## src/rtl/tune_seq.sv

```systemverilog
module tune_seq #(
  parameter int TAPS            = 32,
  parameter int DATA_RISE_MIN   = 10,
  parameter int EARLY_LEN       = 8,
  parameter int EARLY_START     = 4
) (
  input  logic                     clk,
  input  logic                     rst_n,
  input  logic                     start,
  output logic                     busy,
  output logic                     done,
  output logic [1:0]               status,
  output logic                     test_req,
  output logic                     test_is_data,
  input  logic                     test_ack,
  input  logic                     test_pass,
  output logic                     cmd_edge,
  output logic [$clog2(TAPS)-1:0]  cmd_dly,
  output logic                     dat_rd_edge,
  output logic                     dat_wr_edge,
  output logic [$clog2(TAPS)-1:0]  dat_dly
);
  localparam int DW = $clog2(TAPS);
  localparam int LW = DW + 1;
  localparam logic [LW-1:0] RMIN = LW'(DATA_RISE_MIN);
  localparam logic [LW-1:0] ELEN = LW'(EARLY_LEN);
  localparam logic [DW-1:0] ESTA = DW'(EARLY_START);
  localparam logic [DW-1:0] LAST = DW'(TAPS - 1);

  typedef enum logic [1:0] {S_IDLE, S_ISSUE, S_WAIT, S_PICK} st_t;

  st_t            st;
  logic           data_stg, edge_q;
  logic [DW-1:0]  tap_q;
  logic [TAPS-1:0] map_r, map_f;
  logic           done_q, drd_q, dwr_q, cedge_q;
  logic [1:0]     status_q;
  logic [DW-1:0]  cdly_q, ddly_q;

  function automatic logic [LW+DW-1:0] pick(input logic [TAPS-1:0] m);
    logic [TAPS:0]  mx;
    logic [LW-1:0]  run, bl, ph;
    logic [DW-1:0]  rs, bs;
    logic           stop;
    mx = {1'b0, m};
    run = '0; bl = '0; rs = '0; bs = '0; stop = 1'b0;
    for (int i = 0; i <= TAPS; i++) begin
      if (!stop) begin
        if (mx[i]) begin
          if (run == '0) rs = i[DW-1:0];
          run = run + 1'b1;
        end else if (run != '0) begin
          if (bl < run) begin
            bl = run;
            bs = rs;
          end
          if (run >= ELEN && bs < ESTA) stop = 1'b1;
          run = '0;
        end
      end
    end
    ph = (bs == '0) ? bl / LW'(3) : ({1'b0, bs} + (bl >> 1));
    return {bl, ph[DW-1:0]};
  endfunction

  logic [LW-1:0] len_r, len_f;
  logic [DW-1:0] tp_r, tp_f;
  always_comb begin
    {len_r, tp_r} = pick(map_r);
    {len_f, tp_f} = pick(map_f);
  end

  wire           rise_sel = data_stg ? (len_r >= RMIN || len_r >= len_f) : (len_r >= len_f);
  wire           sel_fail = rise_sel ? (map_r == '0) : (map_f == '0);
  wire [DW-1:0]  sel_tap  = sel_fail ? '1 : (rise_sel ? tp_r : tp_f);
  wire           sel_edge = ~rise_sel;
  wire           last_tap = (tap_q == LAST);

  always_ff @(posedge clk or negedge rst_n) begin
    if (!rst_n) begin
      st <= S_IDLE;
      data_stg <= 1'b0;
      edge_q <= 1'b0;
      tap_q <= '0;
      map_r <= '0;
      map_f <= '0;
      done_q <= 1'b0;
      status_q <= 2'd0;
      cedge_q <= 1'b0;
      cdly_q <= '0;
      drd_q <= 1'b0;
      dwr_q <= 1'b0;
      ddly_q <= '0;
    end else begin
      done_q <= 1'b0;
      case (st)
        S_IDLE: if (start) begin
          st <= S_ISSUE;
          data_stg <= 1'b0;
          edge_q <= 1'b0;
          tap_q <= '0;
          map_r <= '0;
          map_f <= '0;
          cedge_q <= 1'b0;
          cdly_q <= '0;
        end
        S_ISSUE: st <= S_WAIT;
        S_WAIT: if (test_ack) begin
          if (edge_q) map_f[tap_q] <= test_pass;
          else        map_r[tap_q] <= test_pass;
          if (last_tap && edge_q) begin
            st <= S_PICK;
          end else begin
            st <= S_ISSUE;
            edge_q <= edge_q | last_tap;
            tap_q <= last_tap ? '0 : tap_q + 1'b1;
            if (data_stg) begin
              drd_q <= edge_q | last_tap;
              dwr_q <= edge_q | last_tap;
              ddly_q <= last_tap ? '0 : tap_q + 1'b1;
            end else begin
              cedge_q <= edge_q | last_tap;
              cdly_q <= last_tap ? '0 : tap_q + 1'b1;
            end
          end
        end
        S_PICK: begin
          if (data_stg) begin
            drd_q <= sel_edge;
            dwr_q <= sel_edge;
            ddly_q <= sel_tap;
          end else begin
            cedge_q <= sel_edge;
            cdly_q <= sel_tap;
          end
          if (sel_fail || data_stg) begin
            st <= S_IDLE;
            done_q <= 1'b1;
            status_q <= sel_fail ? (data_stg ? 2'd2 : 2'd1) : 2'd0;
          end else begin
            st <= S_ISSUE;
            data_stg <= 1'b1;
            edge_q <= 1'b0;
            tap_q <= '0;
            map_r <= '0;
            map_f <= '0;
            drd_q <= 1'b0;
            dwr_q <= 1'b0;
            ddly_q <= '0;
          end
        end
        default: st <= S_IDLE;
      endcase
    end
  end

  assign busy         = (st != S_IDLE);
  assign done         = done_q;
  assign status       = status_q;
  assign test_req     = (st == S_ISSUE);
  assign test_is_data = data_stg;
  assign cmd_edge     = cedge_q;
  assign cmd_dly      = cdly_q;
  assign dat_rd_edge  = drd_q;
  assign dat_wr_edge  = dwr_q;
  assign dat_dly      = ddly_q;
endmodule

```

## config.mk

```make
export PLATFORM = sky130hd
export DESIGN_NAME = tune_seq
export DESIGN_NICKNAME = d
export VERILOG_FILES = /design/src/rtl/tune_seq.sv
export SDC_FILE = /design/constraint.sdc
export NUM_CORES = 2
export LEC_CHECK = 0
export BUFFER_PORTS_ARGS = -buffer_cell sky130_fd_sc_hd__buf_2
export CORE_MARGIN = 1
export CORE_UTILIZATION = 30
export CTS_BUF_LIST = sky130_fd_sc_hd__clkbuf_2
export DETAILED_ROUTE_END_ITERATION = 12
export SYNTH_ARGS = -nofsm -noshare
export SYNTH_HDL_FRONTEND = slang
export SYNTH_SLANG_ARGS = --single-unit
```

## constraint.sdc

```tcl
create_clock -name clk -period 111.6 [get_ports clk]
set_input_delay 5.58 -clock clk [delete_from_list [all_inputs] [get_ports clk]]
set_output_delay 5.58 -clock clk [all_outputs]
set_load 0.05 [all_outputs]
```

# After elaboration in Yosys (flattened, before gate mapping)
# Index checks and enable logic that the tools add are counted.
[word_totals]
regBits = 88
latch_bits = 0
ram_bits = 0
romBits = 0
inputBits = 5
output_inout_bits = 19
memories = 0
[op_classes]
addsub = 65
mul = 0
div_mod_pow = 2
magnitude_cmp = 192
eq_ne = 14
shift = 0
n_mux = 1364
bitwise = 2
reduce_logical = 209
[ops]
columns = ["op", "count"]
rows = [
  ["$mux 5", 632],
  ["$mux 6", 432],
  ["$reduce_bool 6->1", 64],
  ["$ge 6x4->1 const B", 63],
  ["$add 6x1->6 const B", 62],
  ["$logic_not 6->1", 62],
  ["$lt 6x6->1", 62],
  ["$lt 5x3->1 const B", 62],
  ["$mux 1", 276],
  ["$mux 32", 6],
  ["$pmux 32 s3", 2],
  ["$bwmux 32", 2],
  ["$logic_and 1x1->1", 64],
  ["$logic_not 32->1", 2],
  ["$pmux 5 s3", 2],
  ["$reduce_and 5->1", 4],
  ["$ne 2x2->1 const B", 9],
  ["$div 6x2->6 const B", 2],
  ["$lt 1x6->1 const A", 2],
  ["$add 5x5->5", 2],
  ["$logic_not 5->1", 2],
  ["$mux 2", 5],
  ["$pmux 5 s2", 1],
  ["$pmux 2 s4", 1],
  ["20 further kinds", 27],
]

# Logic depth before layout (Yosys ltp)
[depth]
ltp_word = 228
mapped_depth = 328
ltp_nobuf = 303

# Least setup slack after synthesis
# OpenSTA, ideal clock, no wires.
[synth_path]
kind = "reg2reg"
startpoint = "register map_r[0]"
endpoint = "register ddly_q[0], in the netlist dat_dly[0]"
setup_time_ps = 124
arrival_time_ps = 59902
t_required_ps = 111476
path_slack_ps = 51574
path_stages_with_launch = 314
n_path_buf = 27
period_less_slack_ps = 60026
path_cell_list = "dfrtp_1 inv_1 ha_1 ha_1 nor3b_1 a2111oi_2 a31oi_1 inv_1 ha_1 inv_1 a311oi_1 o31ai_1 nand2_1 nor2_1 a21oi_1 ha_1 o21a_1 o21ai_0 [278 not listed] nand2_1 o21ai_0 ha_1 clkbuf_1 inv_1 and3_1 xnor2_1 ha_1 clkbuf_1 nor2_1 a31oi_1 o221a_2 nand4b_1 a2111oi_0 o31ai_1 a211oi_1 nor2_1 o31a_1"
[synth_via]
elab_chain_len = 228
word_cells_on_any_way = 885
[synth_lines]
columns = ["item", "line_no", "text"]
rows = [
  ["start: declaration", "35", "logic [TAPS-1:0] map_r, map_f;"],
  ["start signal: indexed assignment", "110", "else map_r[tap_q] <= test_pass;"],
  ["parallel branches: the longest is 228 deep, another holds $lt 1x6->1", "n/a", ""],
  ["end signal: assignment", "120", "ddly_q <= last_tap ? '0 : tap_q + 1'b1;"],
  ["end signal: assignment", "131", "ddly_q <= sel_tap;"],
  ["end: declaration", "38", "logic [DW-1:0] cdly_q, ddly_q;"],
]
# Several ways; the timed one is not identified. The select of a mux whose other input is x is not followed.
# A chain may end at the register's enable or synchronous reset.

# Worst setup path in the final report
# Same ends and word-level chain as after synthesis.

==> flow_metrics.tcl <==
set metrics [dict create \
    die_area_mm2 0.144 \
    fp.dieW_um 380 \
    slowest_delay_ns 1.23 \
    cts-root-buf "clkbuf_2" \
    via_count 49700 \
    post-cts-setup-buffers 0 \
    finalPower_w 0.000150 \
    synth_edf_count 0 \
    r2r_slack_ns 40.51 \
    drv_slew 0 \
    antenna_found_initial 5 \
    critPathKind "register to register" \
    clock_power_share_pct 14.1 \
    track_usage_pct 20.6 \
    worst-path-buf-inv 14 \
    switching_share_pct 54.4 \
    synth_top_area_share_pct 12.6 \
    first_global_vias 45700 \
    worst_pin_slew_ns 1.32 \
    cts_resized 0 \
    syn_to_final_growth_pct 4.95 \
    grt_pass1_wl_um 251000 \
    finalHoldViolCount 0 \
    worstPathRequired_ns 112.13 \
    drive_gt1_share_pct 8.40 \
    final_cell_mix "657 x nand2_1, 600 x nor2_1, 432 x ha_1, 391 x a21oi_1, 352 x inv_1" \
    port_buffers 23 \
    gp_congestion 0.965 \
    path_max_fanout 17 \
    critPathArrivalTime_ns 71.62 \
    reg2reg_from "map_r[0]" \
    cp_top_family "compound AO/OA/AOI/OAI gates" \
    wl_um 159000 \
    worstSkewPairLatency_ns 0.64 \
    ctsHtreeMaxLevel 3 \
    leakagePower_nw 19.1 \
    nFillCells 15400 \
    drc_errors 0 \
    min_path_type "register to register" \
    yosysTopAreaCell "ha_1" \
    ir_drop_v 0.00000824 \
    slew_headroom_pct 12.0 \
    std_cell_rows 138 \
    ys_types 156 \
    power_density_mw_per_mm2 3.33 \
    period_needed_ns 71.09 \
    drtIter0Drc 5332 \
    setup_viol 0 \
    tritoncts "yes" \
    clockBufferDepth 2 \
    gr-total-overflow 0 \
    drt_pass1_iterations 8 \
    layout_commonest_cell "nand2_1" \
    internal-power_w 0.0000682 \
    wl_per_cell_um 19.7 \
    max_freq_ghz 0.0141 \
    p_comb_share_pct 59.2 \
    finalClockSkew_ns 0.0686 \
    ant_nets 0 \
    dpl.hpwl_um 130000 \
    syn-cell-area_mm2 0.0428 \
    slowest_stage "a2111oi_2" \
    clkSlewWorstSetupHoldPaths_ns 0.30 \
    seq_power_share_pct 26.7 \
    end_kind "register" \
    cts_sinks 88 \
    power.switching_w 0.0000815 \
    crit_path_start_kind "register" \
    syn_inst 6297 \
    synth_seq_cells 88 \
    grt_max_degree 59 \
    hold_depth 2 \
    final_cell_area_mm2 0.0449 \
    async_reset_ff_share_pct 100 \
    synth_ff_type "dfrtp_1" \
    nets 6589 \
    min_to "dat_dly[2]" \
    period_share_pct 63.7 \
    initial_core_util_pct 30.2 \
    maxCapViolations 0 \
    outcome "complete, no violations" \
    netlist_top_cells_area "ha_1 13%, nand2_1 5.8%, nor2_1 5.3%" \
    coreArea_mm2 0.142 \
    die_height_um 380 \
    yosys_warnings 0 \
    cts_hold_buf 0 \
    syn_avg_cell_area_um2 6.79 \
    min-delay-start "dat_dly[2]" \
    rsz0062_at_grt "no" \
    setup_tns_ns 0 \
    ioPinCount 24 \
    post_dp_cell_area_mm2 0.0447 \
    reg2reg_to "dat_dly[0]" \
    rr_worst_depth 288 \
    viasPerCell 6.18 \
    seq_area_frac_synth_pct 5.15 \
    cts_made_buffers 9 \
]
-- worst max path at each step --
stage,from,to,slack (ns),depth (start not counted)
floorplan,map_r[0],dat_dly[0],51.57,313
global placement,map_r[0],dat_dly[0],41.68,288
detailed placement,map_r[0],dat_dly[0],41.70,289
CTS,map_r[0],dat_dly[0],41.33,289
global route,map_r[0],dat_dly[0],34.59,289
finish,map_r[0],dat_dly[0],40.51,288
-- cell families (layout without fill, tap and decap cells) --
kind of cell,after synthesis,count (layout),share of synthesized area [%]
and+or+nand+nor,2535,2535,30.2
AOI/OAI and AO/OA,2156,2156,36.2
buffers and inverters,671,515,6.08
adders and majority gates,435,435,12.8
muxes,252,252,6.36
xor gates and xnor gates,158,158,3.30
DFF,88,88,5.15
other,2,17,0.0176
-- flip-flops by register name, indices dropped and copies added (netlist names) --
register,flops
test_is_data,1
dat_dly,5
map_r,32
dat_wr_edge,1
st,2
cmd_dly,5
tap_q,5
status,2
cmd_edge,1
map_f,32
edge_q,1
done,1
-- stage by stage --
step	setup WS [ns]	hold slack, ns	util, %	std cells
after floorplan	51.57	0.529	-	6311
after global placement	41.68	0.474	31.6	8029
after detailed placement	41.70	0.469	31.6	8029
after CTS	41.33	0.532	31.7	8045
after global routing	34.59	0.548	31.7	8046
final	40.51	0.528	31.7	8046
-- final cells by class --
class | count | area (um^2) | share of cell area, %
timing repair buffer | 79 | 538 | 1.20
inverter | 420 | 1580 | 3.52
multi-input combinational | 5552 | 38100 | 84.8
sequential | 88 | 2200 | 4.90
antenna | 1 | 2.50 | 0.00557
clock buffer | 10 | 50.0 | 0.111
tap | 1890 | 2360 | 5.27
clock inverter | 6 | 97.6 | 0.217
-- synthesized netlist by cell type (100+ instances only) --
cell and n:
o21ai_0 320, ha_1 432, and2_1 100, xnor2_1 106, a21oi_1 392, nor3_1 177
a21o_1 133, and3_1 103, clkbuf_1 186, inv_1 352, mux2i_1 128, nand4_1 106
mux2_2 107, o21ai_1 133, nand2_1 657, nand3_1 209, nor2_1 600
-- worst reg2reg max path: cells and delay by family (launching register included) --
kind / cells / cell delay, ns
AOI/OAI and AO/OA: 149 / 33.90
and+or+nand+nor: 77 / 19.45
adders and majority gates: 34 / 10.04
muxes: 13 / 4.82
buffers and inverters: 14 / 2.03
DFF: 1 / 0.54
xor gates and xnor gates: 1 / 0.20
-- layer usage --
metal	track usage [%]	share of wire, %	up-vias
met4	3.58	1.5	2
met3	1.90	7.0	211
li1	-	-	23600
met2	33.8	45	2070
met5	0	0.0063	-
met1	29.3	46	23800
-- power by group through the flow --
| stage | registers (W) | clock network (W) | logic, W |
|---|---|---|---|
| 3_3_place_gp | 0.0000404 | 0 | 0.0000862 |
| 6_report | 0.0000399 | 0.0000211 | 0.0000887 |
| 4_1_cts | 0.0000399 | 0.0000215 | 0.0000868 |
| 3_5_place_dp | 0.0000405 | 0 | 0.0000863 |
| 5_1_grt | 0.0000404 | 0.0000227 | 0.0000947 |
| 2_1_floorplan | 0.0000464 | 0 | 0.0000542 |
Power figures use the tool's default switching activity.
